<file path="src/rtl/csw_pkg.sv">
package csw_pkg;

    typedef enum logic [1:0] {
        SRC_INT  = 2'b00,
        SRC_EXT  = 2'b01,
        SRC_PLL  = 2'b10,
        SRC_RSVD = 2'b11
    } src_e;

    // selection arbiter state
    typedef struct packed {
        src_e sel;
        src_e stat;
        logic pend;
        src_e pend_src;
    } arb_t;

    // oscillator control state
    typedef struct packed {
        logic iosc_en;
        logic xosc_en;
        logic pll_en;
        logic pll_src;
        logic mon_en;
        logic nmi;
        logic lock;
    } ctl_t;

endpackage

</file>
<file path="src/rtl/csw_xosc_watch.sv">
module csw_xosc_watch #(
    parameter int LIMIT       = 64,
    parameter int SYNC_STAGES = 2
) (
    input  logic clk,
    input  logic rst_n,
    input  logic armed,
    input  logic tgl,
    output logic fail
);
    localparam int CNT_W = (LIMIT > 2) ? $clog2(LIMIT) : 1;
    localparam logic [CNT_W-1:0] CNT_TOP = CNT_W'(LIMIT - 1);

    typedef struct packed {
        logic [SYNC_STAGES-1:0] sync;
        logic                   last;
        logic [CNT_W-1:0]       cnt;
    } wst_t;

    wst_t q, d;
    logic edge_seen;

    always_comb begin
        d         = q;
        d.sync    = {q.sync[SYNC_STAGES-2:0], tgl};
        d.last    = q.sync[SYNC_STAGES-1];
        edge_seen = q.sync[SYNC_STAGES-1] ^ q.last;
        fail      = 1'b0;
        if (!armed || edge_seen) begin
            d.cnt = '0;
        end else if (q.cnt == CNT_TOP) begin
            d.cnt = '0;
            fail  = 1'b1;
        end else begin
            d.cnt = q.cnt + 1'b1;
        end
    end

    always_ff @(posedge clk or negedge rst_n) begin
        if (!rst_n) q <= '0;
        else        q <= d;
    end

endmodule

</file>
<file path="src/rtl/csw_sel_arb.sv">
module csw_sel_arb
    import csw_pkg::*;
(
    input  logic       clk,
    input  logic       rst_n,
    input  logic       req_wr,
    input  logic [1:0] req_src,
    input  logic [2:0] rdy,
    input  logic       force_int,
    output src_e       sel,
    output src_e       stat,
    output logic       pend
);
    arb_t q, d;
    logic tgt_rdy;

    always_comb begin
        case (q.pend_src)
            SRC_INT: tgt_rdy = rdy[0];
            SRC_EXT: tgt_rdy = rdy[1];
            SRC_PLL: tgt_rdy = rdy[2];
            default: tgt_rdy = 1'b0;
        endcase
    end

    always_comb begin
        d      = q;
        d.stat = q.sel;
        if (force_int) begin
            d.sel  = SRC_INT;
            d.pend = 1'b0;
        end else begin
            if (q.pend && tgt_rdy) begin
                d.sel  = q.pend_src;
                d.pend = 1'b0;
            end
            if (req_wr && (src_e'(req_src) != SRC_RSVD)) begin
                d.pend     = 1'b1;
                d.pend_src = src_e'(req_src);
            end
        end
    end

    always_ff @(posedge clk or negedge rst_n) begin
        if (!rst_n) begin
            q.sel      <= SRC_INT;
            q.stat     <= SRC_INT;
            q.pend     <= 1'b0;
            q.pend_src <= SRC_INT;
        end else begin
            q <= d;
        end
    end

    assign sel  = q.sel;
    assign stat = q.stat;
    assign pend = q.pend;

endmodule

</file>
<file path="src/rtl/csw_top.sv">
module csw_top
    import csw_pkg::*;
#(
    parameter int FAIL_LIMIT  = 64,
    parameter int SYNC_STAGES = 2
) (
    input  logic       clk,
    input  logic       rst_n,
    input  logic       sel_wr,
    input  logic [1:0] sel_req,
    input  logic       iosc_wr,
    input  logic       iosc_val,
    input  logic       xosc_wr,
    input  logic       xosc_val,
    input  logic       pll_wr,
    input  logic       pll_val,
    input  logic       pllsrc_wr,
    input  logic       pllsrc_val,
    input  logic       mon_wr,
    input  logic       mon_val,
    input  logic       nmi_clr,
    input  logic       iosc_rdy,
    input  logic       xosc_rdy,
    input  logic       pll_rdy,
    input  logic       xosc_tgl,
    output logic       iosc_en,
    output logic       xosc_en,
    output logic       pll_en,
    output logic       pll_src,
    output logic       mon_en,
    output logic [1:0] clk_stat,
    output logic       sel_pending,
    output logic       nmi_flag
);
    localparam int NUM_SRC = 3;
    localparam int IX_INT  = 0;
    localparam int IX_EXT  = 1;

    src_e               sel_now;
    src_e               stat_now;
    logic               fail;
    logic               armed;
    logic [NUM_SRC-1:0] drives;
    logic [NUM_SRC-1:0] rdy_vec;
    ctl_t               c_q, c_d;

    assign rdy_vec = {pll_rdy, xosc_rdy, iosc_rdy};

    // which source feeds the system clock, directly or as PLL input
    for (genvar g = 0; g < NUM_SRC; g++) begin : g_use
        if (g == NUM_SRC - 1) begin : g_pll
            assign drives[g] = (sel_now == SRC_PLL);
        end else begin : g_osc
            assign drives[g] = (sel_now == src_e'(g)) ||
                               ((sel_now == SRC_PLL) && (c_q.pll_src == 1'(g)));
        end
    end

    assign armed = c_q.mon_en && drives[IX_EXT];

    csw_xosc_watch #(
        .LIMIT      (FAIL_LIMIT),
        .SYNC_STAGES(SYNC_STAGES)
    ) u_watch (
        .clk  (clk),
        .rst_n(rst_n),
        .armed(armed),
        .tgl  (xosc_tgl),
        .fail (fail)
    );

    csw_sel_arb u_arb (
        .clk      (clk),
        .rst_n    (rst_n),
        .req_wr   (sel_wr),
        .req_src  (sel_req),
        .rdy      (rdy_vec),
        .force_int(fail),
        .sel      (sel_now),
        .stat     (stat_now),
        .pend     (sel_pending)
    );

    always_comb begin
        c_d = c_q;
        if (iosc_wr) begin
            if (iosc_val)               c_d.iosc_en = 1'b1;
            else if (!drives[IX_INT])   c_d.iosc_en = 1'b0;
        end
        if (xosc_wr) begin
            if (xosc_val) begin
                if (!c_q.lock)          c_d.xosc_en = 1'b1;
            end else if (!drives[IX_EXT]) begin
                c_d.xosc_en = 1'b0;
            end
        end
        if (sel_now != SRC_PLL) begin
            if (pll_wr)    c_d.pll_en  = pll_val;
            if (pllsrc_wr) c_d.pll_src = pllsrc_val;
        end
        if (mon_wr) begin
            if (!mon_val) begin
                c_d.mon_en = 1'b0;
            end else if (!c_q.nmi) begin
                c_d.mon_en = 1'b1;
                c_d.lock   = 1'b0;
            end
        end
        if (nmi_clr) c_d.nmi = 1'b0;
        if (fail) begin
            c_d.iosc_en = 1'b1;
            c_d.xosc_en = 1'b0;
            c_d.mon_en  = 1'b0;
            c_d.nmi     = 1'b1;
            c_d.lock    = 1'b1;
        end
    end

    always_ff @(posedge clk or negedge rst_n) begin
        if (!rst_n) begin
            c_q         <= '0;
            c_q.iosc_en <= 1'b1;
        end else begin
            c_q <= c_d;
        end
    end

    assign iosc_en  = c_q.iosc_en;
    assign xosc_en  = c_q.xosc_en;
    assign pll_en   = c_q.pll_en;
    assign pll_src  = c_q.pll_src;
    assign mon_en   = c_q.mon_en;
    assign nmi_flag = c_q.nmi;
    assign clk_stat = stat_now;

endmodule

</file>
<file path="config.mk">
export PLATFORM = sky130hd
export DESIGN_NAME = csw_top
export DESIGN_NICKNAME = d
export VERILOG_FILES = /design/src/rtl/csw_pkg.sv /design/src/rtl/csw_xosc_watch.sv /design/src/rtl/csw_sel_arb.sv /design/src/rtl/csw_top.sv
export SDC_FILE = /design/constraint.sdc
export NUM_CORES = 1
export LEC_CHECK = 0
export ABC_CLOCK_PERIOD_IN_PS = 3300
export CAP_MARGIN = 20
export CELL_PAD_IN_SITES_DETAIL_PLACEMENT = 0
export CELL_PAD_IN_SITES_GLOBAL_PLACEMENT = 1
export CORE_ASPECT_RATIO = 0.7
export CORE_MARGIN = 1
export CORE_UTILIZATION = 38
export CTS_CLUSTER_DIAMETER = 150
export DETAILED_ROUTE_END_ITERATION = 16
export GPL_ROUTABILITY_DRIVEN = 0
export PLACE_DENSITY = 0.8
export SYNTH_ARGS = -nofsm -noshare
export SYNTH_HDL_FRONTEND = slang
export SYNTH_SLANG_ARGS = --single-unit
</file>
<file path="constraint.sdc">
create_clock -name clk -period 3.3 [get_ports clk]
set_input_delay 0.33 -clock clk [delete_from_list [all_inputs] [get_ports clk]]
set_output_delay 0.33 -clock clk [all_outputs]
set_load 0.02 [all_outputs]
</file>
# After elaboration in Yosys (flattened, before gate mapping)
# Cells that the tools add are included.
[classes]
n_addsub = 1
n_eq_ne = 12
n_mux = 26
n_bitwise = 3
n_reduce_logical = 25
[ops]
columns = ["cell", "count"]
rows = [
  ["two-way mux 1 bit", 18],
  ["two-way mux 6 bit", 2],
  ["!= test 3 bit (second input constant)", 4],
  ["nonzero test 2 bit", 6],
  ["AND reduction 2 bit", 5],
  ["adder 6 x 1 -> 6 bit (second input constant)", 1],
  ["equality test 6 bit (second input constant)", 1],
  ["two-way mux 2 bit", 3],
  ["two-way mux 3 bit", 2],
  ["!= test 2 bit (second input constant)", 3],
  ["AND reduction 3 bit", 2],
  ["logical AND 1 bit", 5],
  ["equality test 2 x 1 -> 1 bit (second input constant)", 2],
  ["equality test 2 bit (second input constant)", 2],
  ["zero test 2 bit", 2],
  ["logical OR 1 bit", 3],
  ["case mux 1 bit (3 select lines)", 1],
  ["nonzero test 3 bit", 1],
  ["NOT 1 bit", 2],
  ["zero test 1 bit", 1],
  ["bitwise XOR 1 bit", 1],
]
[totals]
ff_bits = 23
in_bits = 20
output_inout_bits = 9
elab_cells = 81

# Logic depth before layout (Yosys ltp)
# Gate-level depths: netlist of the first run.
[depth]
word_depth = 9
depth_mapped = 6
depth_no_buf = 5

# Modules after synthesis
# From an unflattened synthesis of the first run, not the netlist that was laid out.
[hier_totals]
cells_unflattened = 92
hier_area_um2 = 1014.7
[modules_own_cells]
columns = ["mod", "n_inst", "cells_per_inst", "area_each_um2", "seq_area_each_um2"]
rows = [
  ["csw_xosc_watch", 1, 29, 349.1, 225.2],
  ["csw_top", 1, 31, 337.8, 176.4],
  ["csw_sel_arb", 1, 32, 327.8, 175.2],
]

# Worst setup path after synthesis of the first run
# Ideal clock, no wire load.
[synth_timing]
path_type = "reg-to-reg"
startpoint = "register c_q, in the netlist pll_src"
endpoint = "register u_arb.q[1] in the netlist's numbering"
setup_ns = 0.065
t_arrival_ns = 1.347
t_required_ns = 3.235
slack_ns = 1.889
stages_incl_launch_ff = 6
path_buffers = 1
period_less_slack_ns = 1.411
path_cell_list = "dfrtp_1 -> nand3b_1 -> a211oi_4 -> and2_1 -> buf_6 -> o22a_1"
[synth_between]
elab_chain_cells = 8
[synth_lines]
columns = ["element", "line_no", "source"]
rows = [
  ["start: declaration", "csw_top.sv:45", "ctl_t c_q, c_d;"],
  ["logical AND 1 bit", "csw_top.sv:55", "((sel_now == SRC_PLL) && (c_q.pll_src == 1'(g)));"],
  ["logical OR 1 bit", "csw_top.sv:54", "assign drives[g] = (sel_now == src_e'(g)) ||"],
  ["logical AND 1 bit", "csw_top.sv:59", "assign armed = c_q.mon_en && drives[IX_EXT];"],
  ["zero test 1 bit", "csw_xosc_watch.sv:29", "if (!armed || edge_seen) begin"],
  ["logical OR 1 bit", "csw_xosc_watch.sv:29", ""],
  ["two-way mux 1 bit", "csw_xosc_watch.sv:29", ""],
  ["NOT 1 bit (no source line)", "n/a", ""],
  ["AND reduction 2 bit (no source line)", "n/a", ""],
  ["end: declaration", "csw_sel_arb.sv:14", "arb_t q, d;"],
]
# No other way between the ends.
# A chain may end at the register's enable or synchronous reset.

# Worst setup path in the final report of the first run
[layout_timing]
startpoint = "register, netlist name iosc_en"
endpoint = "output port iosc_en"
[layout_lines]
columns = ["element", "line_no", "source"]
rows = [
  ["end: declaration", "csw_top.sv:26", "output logic iosc_en,"],
]
# No word-level cell between the ends.

==> results.sh, run 1 <==
export IMPL_cp_num_cells=1
export IMPL_tns_ns=0
export IMPL_cts_sinks=23
export IMPL_ant_nets=0
export IMPL_crit_required_ns=2.97
export IMPL_drt_pass1_iterations=4
export IMPL_antenna_found_initial=0
export IMPL_crit_path_end_kind="output port"
export IMPL_wirelength_um=1860
export IMPL_ys_warn_count=0
export IMPL_post_cts_resized=0
export IMPL_rsz0062_at_grt="false"
export IMPL_grt_first_pass_wirelength_um=3230
export IMPL_reg2reg_from="u_arb.sel[0]"
export IMPL_overflow=0
export IMPL_synth_cells=94
export IMPL_cp_start_kind="register"
export IMPL_cts_root_buffer="clkbuf_8"
export IMPL_cap_violations=0
export IMPL_finalCritPeriodShare_pct=52.4
export IMPL_clock_fmax_ghz=0.579
export IMPL_place_ws_ns=1.65
export IMPL_dr_total_vias=753
export IMPL_postCtsSetupBuffers=0
export IMPL_syn_avg_cell_area_um2=10.8
export IMPL_grt_usage_pct=14.8
export IMPL_r2r_end="u_arb.q[1]"
export IMPL_reg2regPathDepth=4
export IMPL_setup_viol=0
export IMPL_powerDensity_nw_per_um2=572
export IMPL_relSlewSlack_pct=65.0
export IMPL_synth_seq_area_share_pct=56.6
export IMPL_crit_arrival_ns=1.40
export IMPL_htree_levels=1
export IMPL_cp_max_fo=2
export IMPL_remaining_drc_errors=0
export IMPL_fill_cells=220
export IMPL_hold_violations=0
export IMPL_outcome="completed"
export IMPL_initial_core_util_pct=40.8
export IMPL_diodes=0
export IMPL_hold_path_cell_count=0
export IMPL_period_needed_ns=1.73
export IMPL_cts_tree="built"
export IMPL_crit_slowest_cell="clkdlybuf4s50_1"
export IMPL_cp_num_buf_inv=1
export IMPL_yosysTopAreaCell="dfrtp_1"
export IMPL_clk_latency_ns=0.26
export IMPL_grt_max_degree=24
export IMPL_whs_endpoint="u_watch.d[6]"
export IMPL_internal_power_uw=549
export IMPL_synth_top_area_share_pct=54.1
export IMPL_synth_seq_cells=23
export IMPL_pwr_share_clk_pct=21.8
export IMPL_die_height_um=45.3
export IMPL_instances_no_fill=158
export IMPL_fin_skew_ns=0.00312
export IMPL_r2r_setup_slack_ns=1.63
export IMPL_hp_class="reg2reg"
export IMPL_syn_to_final_growth_pct=35.1
export IMPL_hpwl_um=1410
export IMPL_routedWlPerCell_um=11.8
export IMPL_seqPwrFrac_pct=47.6
export IMPL_syn_cell_area_um2=1020
export IMPL_io_buffers=28
export IMPL_slowest_delay_ns=0.60
export IMPL_critical_path_top_delay_family="buffers and inverters"
export IMPL_fin_nets=146
export IMPL_syn_num_nets=115
export IMPL_pin_count=29
export IMPL_cp_cell_sequence="clkdlybuf4s50_1"
export IMPL_p_switching_uw=239
export IMPL_ctsHoldBuffers=0
export IMPL_core_um2=2500
export IMPL_regArea_um2=577
export IMPL_combinationalPowerShare_pct=30.6
export IMPL_tightest_slew_ns=0.523
export IMPL_dp_cells=153
export IMPL_first_global_vias=722
export IMPL_drive_gt1_share_pct=12.1
export IMPL_leakage_uw=0.000603
export IMPL_synth_cell_types=30
export IMPL_drv_slew=0
export IMPL_cts_buffers=3
export IMPL_whs_ns=0.366
export IMPL_hp_start="u_watch.d[8]"
export IMPL_multi_input_area_um2=397
export IMPL_vdd_drop_max_mv=0.281
export IMPL_viasPerCell=4.77
export IMPL_placementRows=15
export IMPL_die_w_um=63.9
export IMPL_die_area_um2=2890
export IMPL_clock_path_buffers=2
export IMPL_setup_ws_ns=1.57
export IMPL_crit_type="reg2out"
export IMPL_path_clk_slew_ns=0.08
export IMPL_p_sw_share_pct=30.3
export IMPL_yosys_top_cells_area="dfrtp_1 (54%), nand2_1 (4.1%), nor2_1 (2.9%)"
export IMPL_drtIter0Drc=20
==> power groups by stage <==
| stage | clock [µW] | sequential, µW | combinational [µW] |
|---|---|---|---|
| 6_report | 172 | 375 | 241 |
| 5_1_grt | 189 | 384 | 261 |
| 4_1_cts | 178 | 375 | 242 |
| 3_5_place_dp | 0 | 380 | 241 |
| 3_3_place_gp | 0 | 378 | 241 |
| 2_1_floorplan | 0 | 400 | 120 |
==> cells by family (layout without fill, tap and decap cells) <==
kind of cell | after synthesis | count (layout) | share of synthesized area [%]
DFF | 23 | 23 | 56.6
buffers and inverters | 8 | 38 | 4.42
xor gates and xnor gates | 5 | 5 | 4.30
adders and majority gates | 1 | 1 | 1.23
and+or+nand+nor | 38 | 38 | 18.7
muxes | 3 | 3 | 3.19
AOI/OAI and AO/OA | 16 | 16 | 11.5
==> registers in the layout (all words and copies together) (netlist names), 2 cells and up <==
name and cells:
u_watch.q 7, u_arb.stat 2, u_watch.d 2, u_arb.q 2
u_arb.sel 2
==> per-stage QoR <==
| step | instance area, µm² | util, % | power, µW |
|---|---|---|---|
| after global placement | 1320 | 52.7 | 620 |
| after global routing | 1380 | 55.1 | 833 |
| after CTS | 1360 | 54.5 | 795 |
| final | 1380 | 55.1 | 787 |
| after detailed placement | 1320 | 52.7 | 621 |
| after floorplan | 1020 | - | 520 |
==> cell usage after synthesis <==
master,count
nor2b_1,1
nand2_1,11
ha_1,1
nand2b_1,3
dfstp_2,1
mux2i_1,1
buf_4,2
a31oi_1,1
o22a_1,2
nand3_1,5
a21o_2,1
dfrtp_1,22
a32oi_1,1
a211oi_4,1
or2_2,2
o22ai_1,1
xor2_1,3
nor3_1,1
and2_1,1
xnor2_1,2
nor2_1,8
buf_6,1
nand3b_1,2
or2b_1,1
a21oi_1,5
inv_1,5
o21ai_0,3
a221o_1,1
and2_2,3
mux2_2,2
==> layer usage <==
layer	vias up	track usage (%)	share of wire, %
met1	355	21.9	53
met5	-	0	0
met2	24	21.5	40
met3	2	4.29	6.3
li1	372	-	-
met4	0	2.73	0.86
==> worst max-delay path by stage <==
stage	startpoint	to	slack, ns
finish	iosc_en	iosc_en	1.57
global route	u_arb.sel[0]	u_arb.q[1]	1.51
CTS	iosc_en	iosc_en	1.56
detailed placement	u_arb.sel[0]	u_arb.q[1]	1.65
global placement	u_arb.sel[0]	u_arb.q[1]	1.70
floorplan	pll_src	u_arb.q[1]	1.89
==> layout make-up <==
class / count / share of cell area [%]
multi-input cells: 63 / 28.8
clock buffers: 3 / 3.00
repair buffers: 29 / 21.5
clock inverters: 1 / 0.364
well taps: 34 / 3.09
flip-flops and latches: 23 / 41.9
inverters: 5 / 1.36
==> layout by cell type, fill, tap and decap left out, drive strengths merged, types with 2 or more instances in the layout <==
master,n
clkbuf,3
dfrtp,22
o21ai,3
nand2,11
nand3,5
xnor2,2
mux2,2
nand2b,3
o22a,2
or2,2
and2,4
clkdlybuf4s50,28
inv,5
a21oi,5
nand3b,2
xor2,3
nor2,8
No activity file was read; power rests on OpenSTA's default activity.
==> inputs of run 2 (changes only) <==
--- a/config.mk
+++ b/config.mk
@@ -5,17 +5,17 @@
 export SDC_FILE = /design/constraint.sdc
 export NUM_CORES = 1
 export LEC_CHECK = 0
-export ABC_CLOCK_PERIOD_IN_PS = 3300
+export ABC_CLOCK_PERIOD_IN_PS = 1540
 export CAP_MARGIN = 20
 export CELL_PAD_IN_SITES_DETAIL_PLACEMENT = 0
 export CELL_PAD_IN_SITES_GLOBAL_PLACEMENT = 1
 export CORE_ASPECT_RATIO = 0.7
 export CORE_MARGIN = 1
-export CORE_UTILIZATION = 38
+export CORE_UTILIZATION = 32
 export CTS_CLUSTER_DIAMETER = 150
 export DETAILED_ROUTE_END_ITERATION = 16
 export GPL_ROUTABILITY_DRIVEN = 0
-export PLACE_DENSITY = 0.8
+export PLACE_DENSITY = 0.71
 export SYNTH_ARGS = -nofsm -noshare
 export SYNTH_HDL_FRONTEND = slang
 export SYNTH_SLANG_ARGS = --single-unit
==> constraint.sdc (replaced) <==
create_clock -name clk -period 1.54 [get_ports clk]
set_input_delay 0.154 -clock clk [delete_from_list [all_inputs] [get_ports clk]]
set_output_delay 0.154 -clock clk [all_outputs]
set_load 0.02 [all_outputs]
==> results.sh, run 2 (same netlist as run 1, synthesis figures left out) <==
export IMPL_grt_usage_pct=13.0
export IMPL_grt_max_degree=24
export IMPL_place_ws_ns=0.0754
export IMPL_reg2regPathDepth=5
export IMPL_fin_skew_ns=0.00289
export IMPL_rsz0062_at_grt="false"
export IMPL_instances_no_fill=164
export IMPL_cap_violations=0
export IMPL_antenna_found_initial=0
export IMPL_mostFrequentLayoutCells="clkdlybuf4s50_1 (27), dfrtp_1 (22), nand2_1 (11)"
export IMPL_crit_slowest_cell="dfrtp_1"
export IMPL_clock_fmax_ghz=0.693
export IMPL_routedWlPerCell_um=11.8
export IMPL_finalCritPeriodShare_pct=93.7
export IMPL_fin_nets=150
export IMPL_hp_class="in2async"
export IMPL_largest_reg_flops=7
export IMPL_remaining_drc_errors=0
export IMPL_cp_start_kind="register"
export IMPL_pin_count=29
export IMPL_dp_cells=160
export IMPL_cts_root_buffer="clkbuf_8"
export IMPL_totalPowerFinal_uw=1710
export IMPL_setup_viol=0
export IMPL_r2r_setup_slack_ns=0.1
export IMPL_first_global_vias=789
export IMPL_crit_type="reg2reg"
export IMPL_leakage_uw=0.000620
export IMPL_drtIter0Drc=14
export IMPL_outcome="completed"
export IMPL_placementRows=16
export IMPL_clk_latency_ns=0.26
export IMPL_die_height_um=49.2
export IMPL_reg2reg_from="u_watch.q[0]"
export IMPL_cp_num_buf_inv=0
export IMPL_hold_violations=0
export IMPL_top_register="u_watch.q"
export IMPL_postCtsSetupBuffers=0
export IMPL_place_area_um2=1360
export IMPL_ant_nets=0
export IMPL_drt_pass1_iterations=4
export IMPL_initial_core_util_pct=35.1
export IMPL_crit_path_end_kind="register"
export IMPL_powerDensity_nw_per_um2=1220
export IMPL_cts_sinks=23
export IMPL_drv_slew=0
export IMPL_wirelength_um=1940
export IMPL_cp_cell_sequence="ha_1 > nand3_1 > nor2_1 > and2_2 > a221o_1"
export IMPL_cp_max_fo=8
export IMPL_htree_levels=1
export IMPL_tightest_slew_ns=0.318
export IMPL_period_needed_ns=1.44
export IMPL_dr_total_vias=752
export IMPL_io_buffers=28
export IMPL_path_clk_slew_ns=0.07
export IMPL_tns_ns=0
export IMPL_r2r_end="iosc_en"
export IMPL_vdd_drop_max_mv=0.333
export IMPL_critical_path_top_delay_family="simple AND/OR/NAND/NOR gates"
export IMPL_syn_to_final_growth_pct=37.5
export IMPL_cts_tree="built"
export IMPL_cts_buffers=3
export IMPL_diodes=0
export IMPL_overflow=0
export IMPL_ctsHoldBuffers=0
export IMPL_die_w_um=69.4
export IMPL_viasPerCell=4.59
export IMPL_crit_required_ns=1.73
export IMPL_setup_ws_ns=0.0968
export IMPL_relSlewSlack_pct=78.6
export IMPL_hpwl_um=1530
export IMPL_die_area_um2=3420
export IMPL_slowest_delay_ns=0.40
export IMPL_core_um2=2900
export IMPL_drive_gt1_share_pct=14.8
export IMPL_finalInstanceArea_um2=1400
export IMPL_clock_path_buffers=2
export IMPL_final_common_cell="clkdlybuf4s50_1"
export IMPL_fill_cells=270
export IMPL_crit_arrival_ns=1.63
export IMPL_grt_first_pass_wirelength_um=3410
run 2: changes by cell type in the layout (fill, tap and decap cells not counted):
cell             delta
clkdlybuf4s50_1     -1
and2_2              +1
dlygate4sd2_1       +1
buf_4               +5
and2_1              -1
buf_8               -1
clkbuf_1            +1
clkinv_2            -1
run 2: per-layer routing:
metal	vias up	share of wire, %	GRT usage (%)
met1	350	49	16.1
met4	0	0.52	4.08
met5	-	0	0
met3	3	4.8	5.37
li1	381	-	-
met2	18	45	20.6
run 2: worst max path at each step:
stage | end | cells after the start | slack, ns | from
after floorplan | u_arb.q[1] | 5 | 0.13 | pll_src
after global placement | u_arb.q[1] | 4 | 0.10 | u_arb.sel[1]
after detailed placement | u_arb.q[1] | 4 | 0.08 | u_arb.sel[1]
after CTS | u_arb.q[1] | 4 | 0.06 | u_arb.sel[1]
after global routing | iosc_en | 5 | 0.03 | u_watch.q[0]
final | iosc_en | 5 | 0.1 | u_watch.q[0]
run 2: area by class of cell:
class | count | area (µm²) | area share (%)
Tap cell | 36 | 45.0 | 3.22
Inverter | 5 | 18.8 | 1.34
Clock buffer | 4 | 45.0 | 3.22
Sequential cell | 23 | 577 | 41.2
Multi-Input combinational cell | 63 | 398 | 28.4
Timing Repair Buffer | 33 | 317 | 22.6
run 2: timing repair:
| action | in CTS | in global routing |
|---|---|---|
| pin swaps | 0 | 0 |
| endpoints found under the setup margin | 1 | 1 |
| resized for setup | 1 | 1 |
run 2: report_power, final:
group	internal (µW)	switching (µW)	total [µW]	leakage [µW]
clock	184	178	362	0.0000228
sequential	717	75.2	793	0.000288
combinational	303	256	559	0.000309
run 2: through the flow:
stage,hold slack (ns),util (%)
2_1_floorplan,-0.142,-
3_3_place_gp,0.344,46.7
3_5_place_dp,0.342,46.7
4_1_cts,0.242,48.2
5_1_grt,0.256,48.2
6_report,0.234,48.2
run 2: worst register-to-register path: cells and delay by family (launching register included):
family / cells / cell delay [ns]
flip-flops: 1 / 0.40
adder cells (fa/ha/maj): 1 / 0.23
AO/OA/AOI/OAI: 1 / 0.28
AND/OR/NAND/NOR: 3 / 0.47
